===== src/rtl/ntree_pkg.sv =====
package ntree_pkg;

    // Default number of pins included in the tree
    localparam int TREE_PINS_DEF = 16;

    typedef enum logic [1:0] {
        MD_ARM  = 2'd0,   // reset released, strap not yet read
        MD_TEST = 2'd1,   // tree drives the shared pin
        MD_FUNC = 2'd2    // normal function, final until reset
    } mode_e;

    typedef struct packed {
        logic sel;
        logic value;
    } pin_drive_t;

    // A chain of NAND stages seeded with 1 ends at 1 for an even count when all
    // inputs are high; an odd count needs a final inversion.
    function automatic logic chain_needs_invert(input int n);
        return (n % 2) == 1;
    endfunction

    function automatic mode_e mode_after_strap(input logic strap, input logic access);
        return (strap && !access) ? MD_TEST : MD_FUNC;
    endfunction

endpackage


===== src/rtl/ntree_mode_fsm.sv =====
module ntree_mode_fsm
    import ntree_pkg::*;
(
    input  logic  clk,
    input  logic  rst,
    input  logic  strap_i,
    input  logic  bus_access_i,
    output mode_e mode_o
);

    mode_e mode_q;
    mode_e mode_d;

    always_comb begin
        mode_d = mode_q;
        unique case (mode_q)
            MD_ARM:  mode_d = mode_after_strap(strap_i, bus_access_i);
            MD_TEST: if (bus_access_i) mode_d = MD_FUNC;
            MD_FUNC: mode_d = MD_FUNC;
            default: mode_d = MD_FUNC;
        endcase
    end

    always_ff @(posedge clk) begin
        if (rst) mode_q <= MD_ARM;
        else     mode_q <= mode_d;
    end

    assign mode_o = mode_q;

endmodule


===== src/rtl/ntree_chain.sv =====
module ntree_chain
    import ntree_pkg::*;
#(
    parameter int N_PINS = TREE_PINS_DEF
) (
    input  logic [N_PINS-1:0] pins_i,
    output logic              tree_o
);

    localparam bit INVERT = chain_needs_invert(N_PINS);

    logic [N_PINS-1:0] stage;

    assign stage[0] = ~pins_i[0];

    for (genvar g = 1; g < N_PINS; g++) begin : g_stage
        assign stage[g] = ~(stage[g-1] & pins_i[g]);
    end

    if (INVERT) begin : g_inv
        assign tree_o = ~stage[N_PINS-1];
    end else begin : g_direct
        assign tree_o = stage[N_PINS-1];
    end

endmodule


===== src/rtl/ntree_outmux.sv =====
module ntree_outmux
    import ntree_pkg::*;
(
    input  mode_e      mode_i,
    input  logic       tree_i,
    input  logic       normal_i,
    output pin_drive_t drive_o
);

    always_comb begin
        drive_o.sel   = (mode_i == MD_TEST);
        drive_o.value = drive_o.sel ? tree_i : normal_i;
    end

endmodule


===== src/rtl/ntree_ctrl.sv =====
module ntree_ctrl
    import ntree_pkg::*;
#(
    parameter int N_PINS = TREE_PINS_DEF
) (
    input  logic              clk,
    input  logic              rst,
    input  logic              strap_i,
    input  logic              bus_access_i,
    input  logic [N_PINS-1:0] pins_i,
    input  logic              normal_out_i,
    output logic              tout_o,
    output logic              tout_sel_o,
    output logic              test_mode_o
);

    mode_e      mode;
    logic       tree;
    pin_drive_t drive;

    ntree_mode_fsm u_fsm (
        .clk          (clk),
        .rst          (rst),
        .strap_i      (strap_i),
        .bus_access_i (bus_access_i),
        .mode_o       (mode)
    );

    ntree_chain #(.N_PINS(N_PINS)) u_chain (
        .pins_i (pins_i),
        .tree_o (tree)
    );

    ntree_outmux u_mux (
        .mode_i   (mode),
        .tree_i   (tree),
        .normal_i (normal_out_i),
        .drive_o  (drive)
    );

    assign tout_o      = drive.value;
    assign tout_sel_o  = drive.sel;
    assign test_mode_o = (mode == MD_TEST);

endmodule


===== config.mk =====
export PLATFORM = sky130hd
export DESIGN_NAME = ntree_ctrl
export DESIGN_NICKNAME = d
export VERILOG_FILES = /design/src/rtl/ntree_pkg.sv /design/src/rtl/ntree_mode_fsm.sv /design/src/rtl/ntree_chain.sv /design/src/rtl/ntree_outmux.sv /design/src/rtl/ntree_ctrl.sv
export SDC_FILE = /design/constraint.sdc
export NUM_CORES = 1
export LEC_CHECK = 0
export CAP_MARGIN = 5
export CORE_AREA = 5 5 42 44
export DETAILED_ROUTE_END_ITERATION = 12
export DIE_AREA = 0 0 47 49
export DONT_BUFFER_PORTS = 1
export PLACE_DENSITY_LB_ADDON = 0.3
export SYNTH_ARGS = -nofsm -noshare
export SYNTH_HDL_FRONTEND = slang
export SYNTH_SLANG_ARGS = --single-unit
export TNS_END_PERCENT = 100

===== constraint.sdc =====
create_clock -name clk -period 0.9 [get_ports clk]
set_input_delay 0.225 -clock clk [delete_from_list [all_inputs] [get_ports clk]]
set_output_delay 0.225 -clock clk [all_outputs]
set_load 0.01 [all_outputs]

==> results of run 1 <==
[how the worst max path moves through the flow]
stage | from | endpoint | slack [ns]
floorplan | u_fsm.mode_o[0] | tout_o | -0.1
global placement | u_fsm.mode_o[0] | tout_o | -0.14
detailed placement | pins_i[5] | tout_o | -0.14
CTS | u_fsm.mode_o[0] | tout_o | -0.37
global route | u_fsm.mode_o[0] | tout_o | -0.42
finish | u_fsm.mode_o[0] | tout_o | -0.35
[cells by family after synthesis]
group | Yosys count
and+or+nand+nor | 10
AOI/OAI and AO/OA | 7
buffers and inverters | 3
DFF | 2
[layout make-up]
| type | count | area (µm²) | area share |
|---|---|---|---|
| repair buffers | 6 | 52.6 | 0.204 |
| clock buffers | 3 | 22.5 | 0.0874 |
| flip-flops and latches | 2 | 42.5 | 0.165 |
| well taps | 16 | 20.0 | 0.0777 |
| inverters | 2 | 7.51 | 0.0291 |
| multi-input cells | 17 | 113 | 0.437 |
[synthesized netlist by cell type, drive strengths merged]
library cell	instances
dfxtp	2
a21oi	3
a211o	1
nor2b	1
nand3b	1
inv	2
nor3	1
nand2b	1
nor4	1
nand3	3
buf	1
o21ai	3
nor2	2
[cells in the final DEF, fill, tap and decap left out]
master,netlist,routed
nor4_1,1,1
a211o_1,1,1
buf_4,1,4
clkbuf_4,0,3
inv_1,2,2
nor2_1,2,2
nand3b_1,1,1
nand3_2,0,1
nand2b_1,1,1
a21oi_1,2,1
o21ai_0,3,2
dfxtp_2,0,2
nor3_1,1,1
buf_6,0,2
nand3_1,3,2
nor2b_4,0,1
a21oi_2,1,2
o21ai_1,0,1
[worst register-to-register path: cells and delay by family (launching register included)]
kind	cells	cell delay, ns
AND/OR/NAND/NOR	1	0.26
flip-flops	1	0.32
buffers and inverters	1	0.13
[what timing repair did]
action / 4_1_cts / 5_1_grt
resized for setup: 1 / 2
setup endpoints to repair: 3 / 3
pin swaps: 1 / 0
setup buffers: 1 / 1
[stage by stage]
stage / area, µm² / worst slack [ns]
2_1_floorplan: 170 / -0.0978
3_3_place_gp: 213 / -0.139
3_5_place_dp: 213 / -0.144
4_1_cts: 243 / -0.367
5_1_grt: 258 / -0.416
6_report: 258 / -0.346
[layer usage]
metal  part of all wire  vias up  global-route usage
met3               0.22        0              0.0258
met1               0.31       76              0.0349
li1                   -       96                   -
met2               0.47       19              0.0656
met4                  0        0              0.0553
met5                  0        -                   0
[power by group through the flow]
stage | Sequential [W] | Clock, W | Combinational (W)
floorplan | 0.000101 | 0 | 0.0000290
global placement | 0.000100 | 0 | 0.0000434
detailed placement | 0.000101 | 0 | 0.0000442
CTS | 0.0000996 | 0.000210 | 0.0000462
global route | 0.0000999 | 0.000227 | 0.0000553
finish | 0.0000994 | 0.000195 | 0.0000494
==> flow_metrics.env, run 1 <==
export IMPL_yosys_warnings=0
export IMPL_largest_register_ffs=2
export IMPL_power_density_mw_per_mm2=1330
export IMPL_cellInternalPower_w=0.000271
export IMPL_regToRegEndpoint="u_fsm.mode_o[0]"
export IMPL_status="finished with violations"
export IMPL_tightest_slew_ns=0.226
export IMPL_min_period_ns=1.25
export IMPL_hold_depth=1
export IMPL_track_usage=0.0450
export IMPL_switching_power_w=0.0000726
export IMPL_cp_slowest_cell="dfxtp_2"
export IMPL_crit_family="flip-flops"
export IMPL_wl_um=517
export IMPL_clk_pin_slew_ns=0.03
export IMPL_num_fill_cells=164
export IMPL_syn_nets=43
export IMPL_areaGrowthSynthToFinish_pct=70.2
export IMPL_worstSetupPathDepth=4
export IMPL_fp_dieH_um=49
export IMPL_cp_arrival_ns=1.02
export IMPL_endpoint_kind="primary output"
export IMPL_hold_ws_ns=0.0665
export IMPL_grt_pass1_vias=173
export IMPL_fin_skew_ns=0.00112
export IMPL_critical_path_required_ns=0.67
export IMPL_crit_fanout=5
export IMPL_htree_num_levels=1
export IMPL_synth_top_area_share=0.264
export IMPL_start_kind="register"
export IMPL_initial_core_util=0.108
export IMPL_ys_types=14
export IMPL_synth_area_um2=151
export IMPL_p_leak_nw=0.0997
export IMPL_synthAdderAreaFrac=0
export IMPL_grt_setup_unrepaired="yes"
export IMPL_cts_root_buffer="clkbuf_4"
export IMPL_io_pins=24
export IMPL_fmaxAchievable_ghz=0.802
export IMPL_drv_slew=0
export IMPL_io_buffers=0
export IMPL_path_buf_inv=0
export IMPL_final_cells=46
export IMPL_combPwrFrac=0.144
export IMPL_drt_pass1_iter_count=2
export IMPL_synth_compound_area_frac=0.281
export IMPL_synth_top_area_cell="dfxtp_1"
export IMPL_ant_nets=0
export IMPL_max_cap_violations=0
export IMPL_drt_iter0_markers=2
export IMPL_clockPowerShare=0.567
export IMPL_grt_max_degree=6
export IMPL_grt_overflow=0
export IMPL_viasPerCell=4.15
export IMPL_seq_area_frac_synth=0.264
export IMPL_final_util=0.184
export IMPL_cts_tree="yes"
export IMPL_fin_ws_ns=-0.346
export IMPL_hp_start="rst"
export IMPL_synth_top_family_by_area="simple AND/OR/NAND/NOR gates"
export IMPL_finalSetupViolations=3
export IMPL_r2r_start="u_fsm.mode_o[1]"
export IMPL_min_delay_worst_endpoint="u_fsm.mode_o[1]"
export IMPL_switching_share=0.211
export IMPL_synth_seq_cells=2
export IMPL_fin_tns_setup_ns=-0.793
export IMPL_post_route_period_util=1.38
export IMPL_cpPeakStageDelay_ns=0.31
export IMPL_hp_class="in2reg"
export IMPL_gp_congestion=0.501
export IMPL_synth_area_mux_share=0
export IMPL_antenna_found_initial=0
export IMPL_synthSimpleGateAreaFrac=0.355
export IMPL_cp_cell_sequence="nor2b_4 > nand3_2 > a21oi_2 > a21oi_2"
export IMPL_p_seq_frac=0.289
export IMPL_dpl_cell_count=41
export IMPL_ir_drop_mv=0.359
export IMPL_synth_area_leaders="dfxtp_1, nand3_1, o21ai_0, a21oi_1, a211o_1"
export IMPL_crit_type="reg2out"
export IMPL_die_w_um=47
export IMPL_vias=191
export IMPL_violations="setup timing"
export IMPL_avgRoutedWirePerCell_um=11.2
export IMPL_drc=0
export IMPL_clock_path_buffers=2
export IMPL_netlist_instances=22
export IMPL_crit_top_cell="a21oi_2"
export IMPL_diodes=0
export IMPL_fin_total_pwr_w=0.000344
export IMPL_hold_viol_final=0
export IMPL_ctsHoldBuffers=0
export IMPL_synth_xor_area_frac=0
export IMPL_rrSetupSlack_ns=0.08
export IMPL_nets=53
export IMPL_rr_worst_depth=2
export IMPL_grt_pass1_wl_um=648
export IMPL_layout_drive_gt1_share=0.500
export IMPL_core_area_mm2=0.00140
export IMPL_worstSkewPairLatency_ns=0.22
export IMPL_cts_sinks=2
export IMPL_cts_buffers=3
export IMPL_relSlewSlack=0.848
export IMPL_num_rows=14
export IMPL_syn_avg_cell_area_um2=6.88
export IMPL_die_area_mm2=0.00230
Note: power is estimated with default switching activity, not from simulation.
==> run 2, diff against run 1 <==
--- a/config.mk
+++ b/config.mk
@@ -11,6 +11,7 @@
 export DIE_AREA = 0 0 47 49
 export DONT_BUFFER_PORTS = 1
 export PLACE_DENSITY_LB_ADDON = 0.3
+export REMOVE_ABC_BUFFERS = 1
 export SYNTH_ARGS = -nofsm -noshare
 export SYNTH_HDL_FRONTEND = slang
 export SYNTH_SLANG_ARGS = --single-unit
==> flow_metrics.env, run 2 (same netlist as run 1, synthesis figures left out) <==
export IMPL_status="finished with violations"
export IMPL_violations="setup timing"
export IMPL_combPwrFrac=0.138
export IMPL_cts_buffers=3
export IMPL_hold_viol_final=0
export IMPL_rr_worst_depth=3
export IMPL_cts_sinks=2
export IMPL_switching_power_w=0.0000727
export IMPL_regToRegEndpoint="u_fsm.mode_o[1]"
export IMPL_viasPerCell=4.29
export IMPL_drv_slew=0
export IMPL_fin_skew_ns=0.00231
export IMPL_io_buffers=0
export IMPL_grt_pass1_vias=184
export IMPL_fin_ws_ns=-0.439
export IMPL_switching_share=0.212
export IMPL_io_pins=24
export IMPL_hp_class="in2reg"
export IMPL_cts_root_buffer="clkbuf_4"
export IMPL_worstSkewPairLatency_ns=0.22
export IMPL_fp_dieH_um=49
export IMPL_drt_iter0_markers=2
export IMPL_diodes=0
export IMPL_timing_critical_path_from="u_fsm.mode_o[0]"
export IMPL_grt_pass1_wl_um=614
export IMPL_initial_core_util=0.108
export IMPL_fmaxAchievable_ghz=0.747
export IMPL_placed_area_um2=194
export IMPL_dpl_cell_count=41
export IMPL_clockPowerShare=0.571
export IMPL_tightest_slew_ns=0.209
export IMPL_crit_fanout=4
export IMPL_core_area_mm2=0.00140
export IMPL_post_route_period_util=1.49
export IMPL_r2r_start="u_fsm.mode_o[1]"
export IMPL_final_cells=45
export IMPL_final_common_cell="buf_4"
export IMPL_grt_max_degree=5
export IMPL_min_period_ns=1.34
export IMPL_p_seq_frac=0.290
export IMPL_drt_pass1_iter_count=2
export IMPL_wl_um=482
export IMPL_finalSetupViolations=3
export IMPL_fin_total_pwr_w=0.000343
export IMPL_final_cell_mix="buf_4, clkbuf_4"
export IMPL_cts_tree="yes"
export IMPL_layout_drive_gt1_share=0.517
export IMPL_die_area_mm2=0.00230
export IMPL_antenna_found_initial=0
export IMPL_relSlewSlack=0.859
export IMPL_place_hpwl_um=400
export IMPL_rrSetupSlack_ns=0.11
export IMPL_power_density_mw_per_mm2=1370
export IMPL_vias=193
export IMPL_clk_pin_slew_ns=0.03
export IMPL_drc=0
export IMPL_crit_type="reg2out"
export IMPL_avgRoutedWirePerCell_um=10.7
export IMPL_largest_register_ffs=2
export IMPL_grt_overflow=0
export IMPL_track_usage=0.0429
export IMPL_critPathCapture="tout_o"
export IMPL_clock_path_buffers=2
export IMPL_final_util=0.179
export IMPL_fin_area_um2=250
export IMPL_cellInternalPower_w=0.000271
export IMPL_die_w_um=47
export IMPL_areaGrowthSynthToFinish_pct=65.3
export IMPL_gp_congestion=0.512
export IMPL_ant_nets=0
export IMPL_grt_setup_unrepaired="yes"
export IMPL_ir_drop_mv=0.346
export IMPL_max_cap_violations=0
export IMPL_p_leak_nw=0.0951
export IMPL_critical_path_required_ns=0.67
export IMPL_cp_arrival_ns=1.11
export IMPL_endpoint_kind="primary output"
export IMPL_ctsHoldBuffers=0
export IMPL_num_rows=14
export IMPL_start_kind="register"
export IMPL_htree_num_levels=1
export IMPL_nets=52
run 2: cell type report:
type | count | area, µm²
fillers | 167 | 1150
multi-input cells | 17 | 116
flip-flops and latches | 2 | 42.5
repair buffers | 5 | 41.3
clock buffers | 3 | 22.5
well taps | 16 | 20.0
inverters | 2 | 7.51
run 2: critical path, stage by stage (launching register included):
cell,delay (ns)
dfxtp_2,0.32
nor2b_4,0.18
nand3_2,0.08
a21oi_2,0.12
a21oi_2,0.06
buf_4,0.14
run 2: through the flow:
step | hold slack, ns | setup WS [ns] | setup TNS [ns]
after floorplan | 0.297 | -0.413 | -0.504
after global placement | 0.302 | -0.345 | -0.527
after detailed placement | 0.301 | -0.358 | -0.535
after CTS | 0.0595 | -0.440 | -0.983
after global routing | 0.0496 | -0.498 | -1.12
final | 0.0627 | -0.439 | -0.988
run 2: repair_timing:
item | in CTS | in global routing
gates resized for setup | 5 | 4
setup buffers | 1 | 0
pin swaps | 1 | 0
setup endpoints to repair | 3 | 3
gates cloned | 0 | 0
run 2: power groups by stage:
| stage | clock network [W] | registers (W) | logic [W] |
|---|---|---|---|
| floorplan | 0 | 0.0000978 | 0.0000242 |
| global placement | 0 | 0.0000977 | 0.0000409 |
| detailed placement | 0 | 0.0000977 | 0.0000406 |
| CTS | 0.000210 | 0.0000989 | 0.0000451 |
| global route | 0.000218 | 0.000100 | 0.0000523 |
| finish | 0.000196 | 0.0000996 | 0.0000475 |
run 2: worst min path at each step:
stage	start	end	slack (ns)	depth (start not counted)
6_report	rst	u_fsm.mode_o[1]	0.06	1
3_5_place_dp	rst	u_fsm.mode_o[1]	0.30	1
2_1_floorplan	rst	u_fsm.mode_o[1]	0.30	1
3_3_place_gp	rst	u_fsm.mode_o[1]	0.30	1
5_1_grt	rst	u_fsm.mode_o[1]	0.05	1
4_1_cts	rst	u_fsm.mode_o[1]	0.06	1
run 2: metal layers:
metal / up-vias / track usage / wire (µm)
met5: - / 0 / 0
met4: 0 / 0.0553 / 15
met3: 2 / 0.0295 / 129
met2: 22 / 0.0679 / 199
met1: 77 / 0.0241 / 137
li1: 92 / - / -
